==> config.mk <==
export PLATFORM = sky130hd
export DESIGN_NAME = adc_frame_engine
export DESIGN_NICKNAME = d
export VERILOG_FILES = /design/src/rtl/adc_frame_pkg.sv /design/src/rtl/adc_sclk_edges.sv /design/src/rtl/adc_ctrl_rx.sv /design/src/rtl/adc_result_tx.sv /design/src/rtl/adc_frame_engine.sv
export SDC_FILE = /design/constraint.sdc
export NUM_CORES = 1
export LEC_CHECK = 0
export ABC_AREA = 1
export BUFFER_PORTS_ARGS = -buffer_cell sky130_fd_sc_hd__buf_2
export CAP_MARGIN = 20
export CORE_ASPECT_RATIO = 1.25
export CORE_UTILIZATION = 30
export CTS_CLUSTER_DIAMETER = 120
export DETAILED_ROUTE_END_ITERATION = 16
export HOLD_SLACK_MARGIN = 0.02
export PLACE_DENSITY = 0.52
export SYNTH_ARGS = -nofsm -noshare
export SYNTH_HDL_FRONTEND = slang
export SYNTH_SLANG_ARGS = --single-unit
==> constraint.sdc <==
create_clock -name clk -period 2.24 [get_ports clk]
set_input_delay 0.448 -clock clk [delete_from_list [all_inputs] [get_ports clk]]
set_output_delay 0.448 -clock clk [all_outputs]
set_load 0.01 [all_outputs]
==> src/rtl/adc_frame_pkg.sv <==
package adc_frame_pkg;

    typedef enum logic [1:0] {
        RX_HUNT,
        RX_GATHER,
        RX_ARMED
    } rx_state_t;

    typedef enum logic [1:0] {
        TX_QUIET,
        TX_NULL,
        TX_SHIFT
    } tx_state_t;

endpackage

==> src/rtl/adc_sclk_edges.sv <==
module adc_sclk_edges (
    input  logic clk,
    input  logic rst_n,
    input  logic sclk,
    input  logic cs_n,
    output logic rise,
    output logic fall
);

    logic sclk_q;

    always_ff @(posedge clk or negedge rst_n) begin
        if (!rst_n) sclk_q <= 1'b0;
        else        sclk_q <= sclk;
    end

    // serial edges only count while the host selects the device
    always_comb begin
        rise = !cs_n &&  sclk && !sclk_q;
        fall = !cs_n && !sclk &&  sclk_q;
    end

endmodule

==> src/rtl/adc_ctrl_rx.sv <==
module adc_ctrl_rx
    import adc_frame_pkg::*;
#(
    parameter int CTRL_W = 8
) (
    input  logic              clk,
    input  logic              rst_n,
    input  logic              cs_n,
    input  logic              rise,
    input  logic              fall,
    input  logic              din,
    input  logic              allow_start,
    output logic              launch,
    output logic [CTRL_W-1:0] ctrl_word
);

    localparam int CNT_W = $clog2(CTRL_W + 1);

    rx_state_t         state, nxt;
    logic [CNT_W-1:0]  cnt;
    logic [CTRL_W-1:0] shreg;
    logic              take_start;

    assign take_start = (state == RX_HUNT) && rise && din && allow_start;

    always_ff @(posedge clk or negedge rst_n) begin
        if (!rst_n) state <= RX_HUNT;
        else        state <= nxt;
    end

    always_comb begin
        nxt = state;
        unique case (state)
            RX_HUNT:   if (take_start) nxt = RX_GATHER;
            RX_GATHER: if (rise && cnt == CNT_W'(CTRL_W - 1)) nxt = RX_ARMED;
            RX_ARMED:  if (fall) nxt = RX_HUNT;
            default:   nxt = RX_HUNT;
        endcase
        if (cs_n) nxt = RX_HUNT;
    end

    always_ff @(posedge clk or negedge rst_n) begin
        if (!rst_n) begin
            cnt   <= '0;
            shreg <= '0;
        end else if (take_start) begin
            cnt   <= CNT_W'(1);
            shreg <= CTRL_W'(1);
        end else if (state == RX_GATHER && rise && !cs_n) begin
            cnt   <= cnt + CNT_W'(1);
            shreg <= {shreg[CTRL_W-2:0], din};
        end
    end

    always_comb begin
        launch    = (state == RX_ARMED) && fall;
        ctrl_word = shreg;
    end

    AST_HUNT_GATED: assert property (@(posedge clk) disable iff (!rst_n)
        (state == RX_HUNT && rise && !allow_start) |=> state == RX_HUNT);
    AST_LAUNCH_FULL_WORD: assert property (@(posedge clk) disable iff (!rst_n)
        launch |-> (cnt == CNT_W'(CTRL_W) && shreg[CTRL_W-1]));
    AST_RX_ABORT: assert property (@(posedge clk) disable iff (!rst_n)
        cs_n |=> (state == RX_HUNT && !launch));

endmodule

==> src/rtl/adc_result_tx.sv <==
module adc_result_tx
    import adc_frame_pkg::*;
#(
    parameter int RES_W    = 12,
    parameter int OPEN_IDX = 5
) (
    input  logic             clk,
    input  logic             rst_n,
    input  logic             cs_n,
    input  logic             fall,
    input  logic             launch,
    input  logic [RES_W-1:0] sample_word,
    output logic             dout,
    output logic             done,
    output logic             allow_start
);

    localparam int IDX_W = $clog2(RES_W);

    tx_state_t        state, nxt;
    logic [RES_W-1:0] word;
    logic [IDX_W-1:0] idx;

    always_ff @(posedge clk or negedge rst_n) begin
        if (!rst_n) state <= TX_QUIET;
        else        state <= nxt;
    end

    always_comb begin
        nxt = state;
        unique case (state)
            TX_QUIET: if (launch) nxt = TX_NULL;
            TX_NULL:  if (fall) nxt = TX_SHIFT;
            TX_SHIFT: if (launch) nxt = TX_NULL;
                      else if (fall && idx == '0) nxt = TX_QUIET;
            default:  nxt = TX_QUIET;
        endcase
        if (cs_n) nxt = TX_QUIET;
    end

    always_ff @(posedge clk or negedge rst_n) begin
        if (!rst_n) begin
            word <= '0;
            idx  <= '0;
            dout <= 1'b0;
            done <= 1'b0;
        end else begin
            done <= 1'b0;
            if (cs_n) begin
                dout <= 1'b0;
            end else if (launch) begin
                word <= sample_word;
                dout <= 1'b0;
            end else if (fall) begin
                unique case (state)
                    TX_NULL: begin
                        dout <= word[RES_W-1];
                        idx  <= IDX_W'(RES_W - 2);
                    end
                    TX_SHIFT: begin
                        dout <= word[idx];
                        if (idx == '0) done <= 1'b1;
                        else           idx  <= idx - IDX_W'(1);
                    end
                    default: dout <= 1'b0;
                endcase
            end
        end
    end

    // next start bit may overlap the tail once bit OPEN_IDX has been driven
    always_comb begin
        allow_start = (state == TX_QUIET) ||
                      (state == TX_SHIFT && idx < IDX_W'(OPEN_IDX));
    end

    AST_DONE_SINGLE: assert property (@(posedge clk) disable iff (!rst_n)
        done |=> !done);
    AST_DONE_ENDS_SHIFT: assert property (@(posedge clk) disable iff (!rst_n)
        done |-> state == TX_QUIET);
    AST_NULL_PERIOD: assert property (@(posedge clk) disable iff (!rst_n)
        launch |=> (state == TX_NULL && !dout));
    AST_TX_ABORT: assert property (@(posedge clk) disable iff (!rst_n)
        cs_n |=> (state == TX_QUIET && !dout && !done));

endmodule

==> src/rtl/adc_frame_engine.sv <==
module adc_frame_engine #(
    parameter int RES_W    = 12,
    parameter int CTRL_W   = 8,
    parameter int PD_W     = 2,
    parameter int OPEN_IDX = 5
) (
    input  logic              clk,
    input  logic              rst_n,
    input  logic              cs_n,
    input  logic              sclk,
    input  logic              din,
    input  logic [RES_W-1:0]  sample_word,
    output logic              dout,
    output logic              dout_oe,
    output logic [CTRL_W-1:0] ctrl_byte,
    output logic [PD_W-1:0]   pwr_mode,
    output logic              done
);

    logic              rise, fall, launch, allow_start;
    logic [CTRL_W-1:0] ctrl_word;

    adc_sclk_edges u_edges (
        .clk   (clk),
        .rst_n (rst_n),
        .sclk  (sclk),
        .cs_n  (cs_n),
        .rise  (rise),
        .fall  (fall)
    );

    adc_ctrl_rx #(.CTRL_W(CTRL_W)) u_rx (
        .clk         (clk),
        .rst_n       (rst_n),
        .cs_n        (cs_n),
        .rise        (rise),
        .fall        (fall),
        .din         (din),
        .allow_start (allow_start),
        .launch      (launch),
        .ctrl_word   (ctrl_word)
    );

    adc_result_tx #(.RES_W(RES_W), .OPEN_IDX(OPEN_IDX)) u_tx (
        .clk         (clk),
        .rst_n       (rst_n),
        .cs_n        (cs_n),
        .fall        (fall),
        .launch      (launch),
        .sample_word (sample_word),
        .dout        (dout),
        .done        (done),
        .allow_start (allow_start)
    );

    always_ff @(posedge clk or negedge rst_n) begin
        if (!rst_n) begin
            ctrl_byte <= '0;
            dout_oe   <= 1'b0;
        end else begin
            dout_oe <= !cs_n;
            if (launch) ctrl_byte <= ctrl_word;
        end
    end

    assign pwr_mode = ctrl_byte[PD_W-1:0];

    AST_START_BIT_LEADS: assert property (@(posedge clk) disable iff (!rst_n)
        launch |=> ctrl_byte[CTRL_W-1]);
    AST_OE_DROPS: assert property (@(posedge clk) disable iff (!rst_n)
        cs_n |=> !dout_oe);
    AST_CTRL_HELD: assert property (@(posedge clk) disable iff (!rst_n)
        !launch |=> $stable(ctrl_byte));

endmodule

==> results of run 1 <==
==> power groups by stage <==
stage | sequential (mW) | combinational [mW] | clock, mW
final | 1.15 | 0.751 | 0.648
after global routing | 1.18 | 0.889 | 0.691
after CTS | 1.15 | 0.760 | 0.671
after detailed placement | 1.16 | 0.754 | 0
after global placement | 1.16 | 0.751 | 0
after floorplan | 1.15 | 0.552 | 0
==> critical path: stages (launching register included) <==
cell and delay [ps]:
dfrtp_1 460, inv_2 190, ha_1 220, nor2_1 70, o21ai_0 200, nand4_2 220
nand2_4 190, o22ai_1 80
==> worst max path at each step <==
stage / to / slack, ps / cells after the start
5_1_grt: u_rx.ctrl_word[3] / 300 / 7
4_1_cts: u_rx.ctrl_word[0] / 510 / 8
2_1_floorplan: u_rx.ctrl_word[1] / 760 / 7
6_report: u_rx.ctrl_word[7] / 510 / 7
3_5_place_dp: u_rx.ctrl_word[6] / 520 / 7
3_3_place_gp: u_rx.ctrl_word[5] / 540 / 7
==> cells in the mapped netlist (all sizes together), types with 2 or more instances <==
library cell and instances:
a21oi 2, buf 6, dfrtp 44, ha 6, inv 35, nand2 73
nand3 11, nand4 2, nor2 20, nor3 6, o21ai 26, o22ai 7
xor2 3
==> flip-flops by register name, summed over array words and instances (netlist names) <==
name,count
u_tx.word,12
ctrl_byte,8
u_rx.ctrl_word,8
u_rx.cnt,4
u_tx.idx,4
u_rx.state,2
u_tx.state,2
dout_oe,1
u_edges.sclk_q,1
u_tx.done,1
u_tx.dout,1
==> area by class of cell <==
type | count | area (um2) | share of cell area [%]
clock inverter | 2 | 38.79 | 1.591
inverter | 36 | 136.4 | 5.593
clock buffer | 6 | 82.58 | 3.386
sequential | 44 | 1101 | 45.15
tap | 87 | 108.9 | 4.464
timing repair buffer | 30 | 152.6 | 6.260
multi-input combinational | 158 | 818.3 | 33.56
==> per-layer routing <==
layer,track usage [%],vias to the layer above,part of all wire [%]
met5,0,-,0
met4,3.846,0,1.0
met3,2.871,4,4.5
met2,21.58,32,49
met1,15.34,740,46
li1,-,828,-
==> cells by family (layout without fill, tap and decap cells) <==
| family | Yosys count | after routing | share of synthesized area, % |
|---|---|---|---|
| flip-flops | 44 | 44 | 52.44 |
| XOR/XNOR | 3 | 3 | 1.252 |
| adder cells (fa/ha/maj) | 6 | 6 | 3.576 |
| AO/OA/AOI/OAI | 37 | 37 | 9.774 |
| buffers and inverters | 42 | 74 | 8.582 |
| AND/OR/NAND/NOR | 112 | 112 | 24.37 |
==> metrics by stage <==
| step | cell area, um2 | utilization [%] | total power [mW] | setup slack [ps] | hold WS (ps) |
|---|---|---|---|---|---|
| after floorplan | 2100 | - | 1.700 | 760.2 | 152.4 |
| after global placement | 2317 | 34.86 | 1.911 | 541.3 | 462.5 |
| after detailed placement | 2317 | 34.86 | 1.915 | 517.7 | 460.0 |
| after CTS | 2439 | 36.68 | 2.578 | 507.7 | 233.8 |
| after global routing | 2439 | 36.68 | 2.759 | 300.3 | 256.0 |
| final | 2439 | 36.68 | 2.544 | 505.9 | 219.3 |
==> out/metrics.csv, run 1 <==
metric,value,unit
relative slew slack,62.73,%
Reg2Reg Depth,7,
CP required,2420,ps
Pwr Density,1043,nW/um2
Synth area leaders,"dfrtp_1, nand2_1, inv_1",
Comb power frac,29.5,%
total vias in the final route,1604,
Post-CTS Setup Bufs,0,
Yosys top cell area share,52.44,%
"Seq/Total Area, Yosys",52.44,%
drt via density,4.419,
Switching Fraction,34.76,%
synthesized net count,267,
hold_buf cts,0,
Hold Path Class,in2async,
Placer Congestion,0.8126,
# clock sinks,44,
DR DRC count,0,
drt initial violations,61,
Tcrit/Tclk final,77.41,%
Slew Limit Fails,0,
Reg power frac,45.0,%
Worst setup EP type,register,
Port-buffer cells,29,
total wire length,4015,um
Worst R2R Setup Slack,510,ps
layout cell share with drive strength beyond 1,19.93,%
max cap viols,0,
Crit Path Max Fanout,10,
CP Class,reg2reg,
hpwl dp,2899,um
Clock power frac,25.5,%
H-tree depth,2,
GRT Overall Usage,12.44,%
endpoint of the worst register-to-register path,u_rx.ctrl_word[7],
DR WL/cell,11.06,um
vias in the first global route,1672,
DR pass1 iterations,4,
Antenna Cells,0,
final setup fails,0,
Post-synth EDFFs,0,
status,completed,
CTS Buffer Depth,2,
Fin. Hold Viols,0,
Fillers,727,
top_reg_cell synth,dfrtp_1,
post-synth top area cell,dfrtp_1,
area grow syn2layout,16.15,%
CP Data Arrival Time,1920,ps
Mean Syn Cell Area,8.605,um2
Die Wd,76.83,um
TritonCTS Buffers,5,
Syn Inst Count,244,
Clock Latency Late Sink,300,ps
distinct cell type count after synthesis,28,
Final Skew,5.897,ps
#FFs+latches synth,44,
largest net degree at the start of global routing,45,
Crit Reg-Reg Startpoint,u_tx.idx[0],
Ports,30,
Sw Pwr,884.4,uW
fmax,576.7,MHz
Syn Std Cell Area,2100,um2
Cells after DPL,355,
row cnt,33,
Least-Margin Pin Slew,559.1,ps
crit path from,u_tx.idx[0],
Final Critical Period,1734,ps
CTS tree,yes,
Post-synth ARST share,100.0,%
Internal,1.660,mW
Root Driver,clkbuf_8,
"commonest non-fill, non-tap cells in the layout","nand2_1, dfrtp_1, inv_1, buf_2, o21ai_0",
"commonest non-fill, non-tap cell in the layout",nand2_1,
Initial Util,31.58,%
Die Ht,95.53,um
Antenna Nets Post-Route,0,
core area,6648,um2
total gr overflow,0,
RSZ-0062 raised after global routing,no,
first-pass GRT wire length,7265,um
area of the die,7339,um2
final std cells w/o fill,363,
post-CTS sizing,0,
"Clk pin slew, worst setup/hold paths",90,ps
VDD IR max,490.0,uV
setup_tns,0,ps
initial antenna violation count,0,
Ys Warns,0,
type of origin of the critical path,register,
nets@finish,298,
leakage power,1.276,nW
Note: power is estimated with default switching activity, not from simulation.
==> run 2, diff against run 1 <==
--- a/config.mk
+++ b/config.mk
@@ -5,7 +5,7 @@
 export SDC_FILE = /design/constraint.sdc
 export NUM_CORES = 1
 export LEC_CHECK = 0
-export ABC_AREA = 1
+export ABC_AREA = 0
 export BUFFER_PORTS_ARGS = -buffer_cell sky130_fd_sc_hd__buf_2
 export CAP_MARGIN = 20
 export CORE_ASPECT_RATIO = 1.25
@@ -13,7 +13,7 @@
 export CTS_CLUSTER_DIAMETER = 120
 export DETAILED_ROUTE_END_ITERATION = 16
 export HOLD_SLACK_MARGIN = 0.02
-export PLACE_DENSITY = 0.52
+export PLACE_DENSITY = 0.54
 export SYNTH_ARGS = -nofsm -noshare
 export SYNTH_HDL_FRONTEND = slang
 export SYNTH_SLANG_ARGS = --single-unit
==> constraint.sdc (replaced) <==
create_clock -name clk -period 1.4 [get_ports clk]
set_input_delay 0.28 -clock clk [delete_from_list [all_inputs] [get_ports clk]]
set_output_delay 0.28 -clock clk [all_outputs]
set_load 0.01 [all_outputs]
==> out/metrics.csv, run 2 <==
metric,value,unit
Syn Std Cell Area,2093,um2
endpoint of the worst register-to-register path,u_tx.state[0],
type of origin of the critical path,register,
RSZ-0062 raised after global routing,yes,
# clock sinks,44,
"Clk pin slew, worst setup/hold paths",80,ps
Biggest register,u_tx.word,
Slew Limit Fails,0,
vias in the first global route,1682,
Worst setup EP type,register,
Least-Margin Pin Slew,317.8,ps
Yosys top cell area share,52.60,%
crit path from,u_tx.state[0],
largest net degree at the start of global routing,45,
Final Skew,5.556,ps
fmax,576.4,MHz
synthesized net count,205,
total wire length,4752,um
Pwr Density,1142,nW/um2
post-synth top area cell,dfrtp_1,
Initial Util,31.49,%
relative slew slack,78.52,%
hpwl dp,2975,um
Post-synth ARST share,100.0,%
max cap viols,0,
hold path cells,2,
violated checks,negative setup slack,
Ys Warns,0,
Ports,30,
drt via density,4.733,
status,"complete, but fails checks",
final setup fails,34,
total vias in the final route,1633,
Root Driver,clkbuf_8,
Fillers,589,
CP required,1590,ps
DR DRC count,0,
CP Data Arrival Time,1920,ps
Clock Latency Late Sink,300,ps
area of the die,7317,um2
distinct cell type count after synthesis,40,
max FFs per register,12,
top_reg_cell synth,dfrtp_1,
initial antenna violation count,0,
Tcrit/Tclk final,123.9,%
TritonCTS Buffers,5,
core area,6648,um2
"commonest non-fill, non-tap cell in the layout",dfrtp_1,
Hold EP,u_tx.word[3],
Antenna Nets Post-Route,0,
Hold Path Class,in2reg,
total gr overflow,0,
DR WL/cell,13.77,um
Final Critical Period,1735,ps
Fin. Hold Viols,0,
CP Class,reg2reg,
#FFs+latches synth,44,
Synth area leaders,"dfrtp_1, mux2_2, ha_1",
Mean Syn Cell Area,11.50,um2
drt initial violations,57,
GRT Overall Usage,13.54,%
H-tree depth,2,
"Seq/Total Area, Yosys",52.60,%
hold_sp,sample_word[3],
Syn Inst Count,182,
DR pass1 iterations,4,
Crit Path Max Fanout,2,
final worst slack,-334.9,ps
top-count cell post-synth,dfrtp_1,
area grow syn2layout,46.92,%
Reg2Reg Depth,6,
Placer Congestion,0.7623,
Port-buffer cells,29,
CTS Buffer Depth,2,
Worst R2R Setup Slack,-330,ps
Die Wd,76.71,um
Crit Reg-Reg Startpoint,u_tx.state[0],
Post-synth top cells,"dfrtp_1, mux2_2, nand2_1",
Antenna Cells,0,
first-pass GRT wire length,7762,um
hold_ws,209.4,ps
Power Total,3.512,mW
Post-synth EDFFs,0,
layout cell share with drive strength beyond 1,56.98,%
VDD IR max,626.7,uV
"commonest non-fill, non-tap cells in the layout","dfrtp_1, buf_4, buf_2, mux2_2, nand2_1",
CTS tree,yes,
Die Ht,95.39,um
row cnt,33,
leakage power,1.481,nW
nets@finish,280,
-- run 2: worst max-delay path by stage --
stage                          to  slack [ps]  cells after the start
detailed placement  u_tx.state[0]        -350                      6
global route        u_tx.state[0]        -370                      6
CTS                 u_tx.state[0]        -330                      6
finish              u_tx.state[0]        -330                      6
floorplan           u_tx.state[0]        -380                      7
global placement    u_tx.state[0]        -310                      6
-- run 2: final cells by class --
class,instances,area (um2),area share (%)
inverter,6,25.02,0.8137
clock inverter,2,35.03,1.139
timing repair buffer,79,608.1,19.77
multi-input combinational,121,1125,36.57
sequential,44,1101,35.80
tap,87,108.9,3.539
clock buffer,6,72.57,2.360
-- run 2: kinds of logic after synthesis --
kind of cell / after synthesis / share of synthesized area [%]
DFF: 44 / 52.60
muxes: 25 / 15.24
AOI/OAI and AO/OA: 29 / 8.548
and+or+nand+nor: 58 / 15.00
adders and majority gates: 6 / 3.586
xor gates and xnor gates: 3 / 1.255
buffers and inverters: 17 / 3.765
-- run 2: critical path: stages, from the launching register on --
cell and delay, ps:
dfrtp_1 370, inv_2 70, ha_4 160, or4b_4 490, a21oi_4 170, o21ai_2 70
mux2_4 300
-- run 2: timing repair --
action,CTS,global route
pin swaps,13,17
hold buffers,1,0
cloned,3,0
resized for setup,37,29
setup endpoints to repair,41,41
buffers inserted,8,8
endpoints found under the hold margin,44,0
-- run 2: power breakdown --
| group | total, mW | switching, mW | internal [mW] |
|---|---|---|---|
| registers | 1.45 | 0.0786 | 1.37 |
| clock network | 0.967 | 0.437 | 0.530 |
| logic | 1.10 | 0.498 | 0.601 |
| total | 3.51 | 1.01 | 2.50 |
-- run 2: stage by stage --
stage                     setup WS [ps]  instances  utilization, %  instance area [um2]  TNS, ps
final                            -334.9        345           46.26                 3075    -4344
after floorplan                  -383.0        182               -                 2123    -1010
after global routing             -372.5        345           46.26                 3075    -7165
after global placement           -314.6        323           39.21                 2606    -6691
after CTS                        -332.7        342           44.70                 2972    -3646
after detailed placement         -352.0        323           39.21                 2606    -6669
-- run 2: metal layers --
| metal | up-vias | global-route usage (%) | part of all wire (%) |
|---|---|---|---|
| met4 | 0 | 5.128 | 1.5 |
| met1 | 805 | 16.83 | 45 |
| met3 | 8 | 2.201 | 2.7 |
| met5 | - | 0 | 0 |
| met2 | 30 | 23.66 | 51 |
| li1 | 790 | - | - |
==> run 3, diff against run 2 <==
--- a/config.mk
+++ b/config.mk
@@ -17,3 +17,4 @@
 export SYNTH_ARGS = -nofsm -noshare
 export SYNTH_HDL_FRONTEND = slang
 export SYNTH_SLANG_ARGS = --single-unit
+export TNS_END_PERCENT = 5
==> out/metrics.csv, run 3 (synthesis results as in run 2) <==
metric,value,unit
nets@finish,269,
Worst setup EP type,register,
drt via density,4.754,
Sw Pwr,968.6,uW
Final Critical Period,1721,ps
Multi-input gate area,1055,um2
DR WL/cell,12.86,um
core area,6648,um2
max cap viols,0,
relative slew slack,81.62,%
GRT Overall Usage,12.69,%
critical path's slowest cell,or4b_4,
Initial Util,31.49,%
total gr overflow,0,
VDD IR max,632.3,uV
Antenna Cells,0,
hold path cells,2,
"commonest non-fill, non-tap cells in the layout","dfrtp_1, buf_4, buf_2, mux2_2, nand2_1",
row cnt,33,
# clock sinks,44,
Biggest register,u_tx.word,
Switching Fraction,28.82,%
largest net degree at the start of global routing,45,
hpwl dp,2957,um
Final Skew,10.98,ps
fmax,581.2,MHz
CTS tree,yes,
Hold Path Class,in2reg,
flip-flop and latch area,1101,um2
initial antenna violation count,0,
Internal,2.392,mW
Worst R2R Setup Slack,-320,ps
total wire length,4283,um
"commonest non-fill, non-tap cell in the layout",dfrtp_1,
CP required,1590,ps
Reg2Reg Depth,6,
"Core Util, Final",43.18,%
Clock Latency Late Sink,290,ps
Fillers,623,
area grow syn2layout,37.12,%
DR DRC count,0,
Root Driver,clkbuf_8,
DR pass1 iterations,4,
Ports,30,
CP Data Arrival Time,1910,ps
Comb power frac,31.7,%
drt initial violations,18,
final std cells w/o fill,333,
leakage power,1.358,nW
final worst slack,-320.6,ps
RSZ-0062 raised after global routing,yes,
design area,2870,um2
final setup fails,39,
Cells after DPL,323,
Crit Reg-Reg Startpoint,u_tx.idx[0],
Crit Path Max Fanout,3,
Least-Margin Pin Slew,271.8,ps
CTS Buffer Depth,2,
H-tree depth,2,
Port-buffer cells,29,
Die Ht,95.39,um
"Clk pin slew, worst setup/hold paths",90,ps
Fin. Hold Viols,0,
max FFs per register,12,
hold_sp,sample_word[4],
Power Total,3.361,mW
TritonCTS Buffers,5,
type of origin of the critical path,register,
Antenna Nets Post-Route,0,
Reg power frac,42.9,%
setup_tns,-2503,ps
Clock power frac,25.4,%
Pwr Density,1171,nW/um2
endpoint of the worst register-to-register path,u_tx.state[0],
Hold EP,u_tx.word[4],
Tcrit/Tclk final,122.9,%
first-pass GRT wire length,7245,um
violated checks,negative setup slack,
Placer Congestion,0.7210,
vias in the first global route,1552,
area of the die,7317,um2
status,"complete, but fails checks",
"Cell Chain, Critical Path","inv_4, ha_4, or4b_4, a21oi_4, o21ai_1, mux2_4",
layout cell share with drive strength beyond 1,50.81,%
Slew Limit Fails,0,
total vias in the final route,1583,
worst stage delay on the critical path,470,ps
CP Class,reg2reg,
DP Area,2604,um2
Die Wd,76.71,um
==> run 3: routing by layer <==
metal,routed length [um],vias up,global-route usage [%]
li1,-,773,-
met1,1996,786,14.80
met2,2174,19,23.14
met3,59,5,2.010
met4,53,0,5.288
met5,0,-,0
==> run 3: cell type report <==
cell class,instances,share of cell area [%]
multi-input combinational,121,36.75
sequential,44,38.36
tap,87,3.792
timing repair buffer,68,16.87
clock buffer,7,3.357
inverter,6,0.8718
==> run 3: critical path, delay by kind of cell, from the launching register on <==
family                   cells  cell delay, ps
flip-flops                   1             410
buffers and inverters        1              70
AND/OR/NAND/NOR              1             470
multiplexers                 1             300
AO/OA/AOI/OAI                2             240
adder cells (fa/ha/maj)      1             120
==> run 3: timing repair <==
action                                  4_1_cts  5_1_grt
pin swaps                                    10        1
setup buffers                                 1        1
endpoints found under the setup margin       40       41
gates resized for setup                      20       13
hold buffers                                  1        0
endpoints found under the hold margin        44        0
==> run 3: power groups by stage <==
stage,clock [mW],combinational [mW],sequential (mW)
global route,0.926,1.19,1.45
finish,0.853,1.07,1.44
detailed placement,0,0.875,1.46
floorplan,0,0.466,1.47
global placement,0,0.875,1.46
CTS,0.891,1.02,1.44
==> run 3: worst max-delay path by stage <==
stage / slack [ps] / endpoint / from / cells after the start
5_1_grt: -380 / u_tx.state[0] / u_tx.idx[0] / 6
3_3_place_gp: -310 / u_tx.state[0] / u_tx.state[0] / 6
3_5_place_dp: -330 / u_tx.state[0] / u_tx.state[0] / 6
2_1_floorplan: -380 / u_tx.state[0] / u_tx.idx[0] / 7
4_1_cts: -320 / u_tx.state[0] / u_tx.idx[0] / 6
6_report: -320 / u_tx.state[0] / u_tx.idx[0] / 6
==> run 3: through the flow <==
step / hold slack, ps / setup slack (ps)
2_1_floorplan: -15.59 / -383.0
3_3_place_gp: 279.6 / -313.0
3_5_place_dp: 277.8 / -330.9
4_1_cts: 205.7 / -321.2
5_1_grt: 202.7 / -378.8
6_report: 211.9 / -320.6
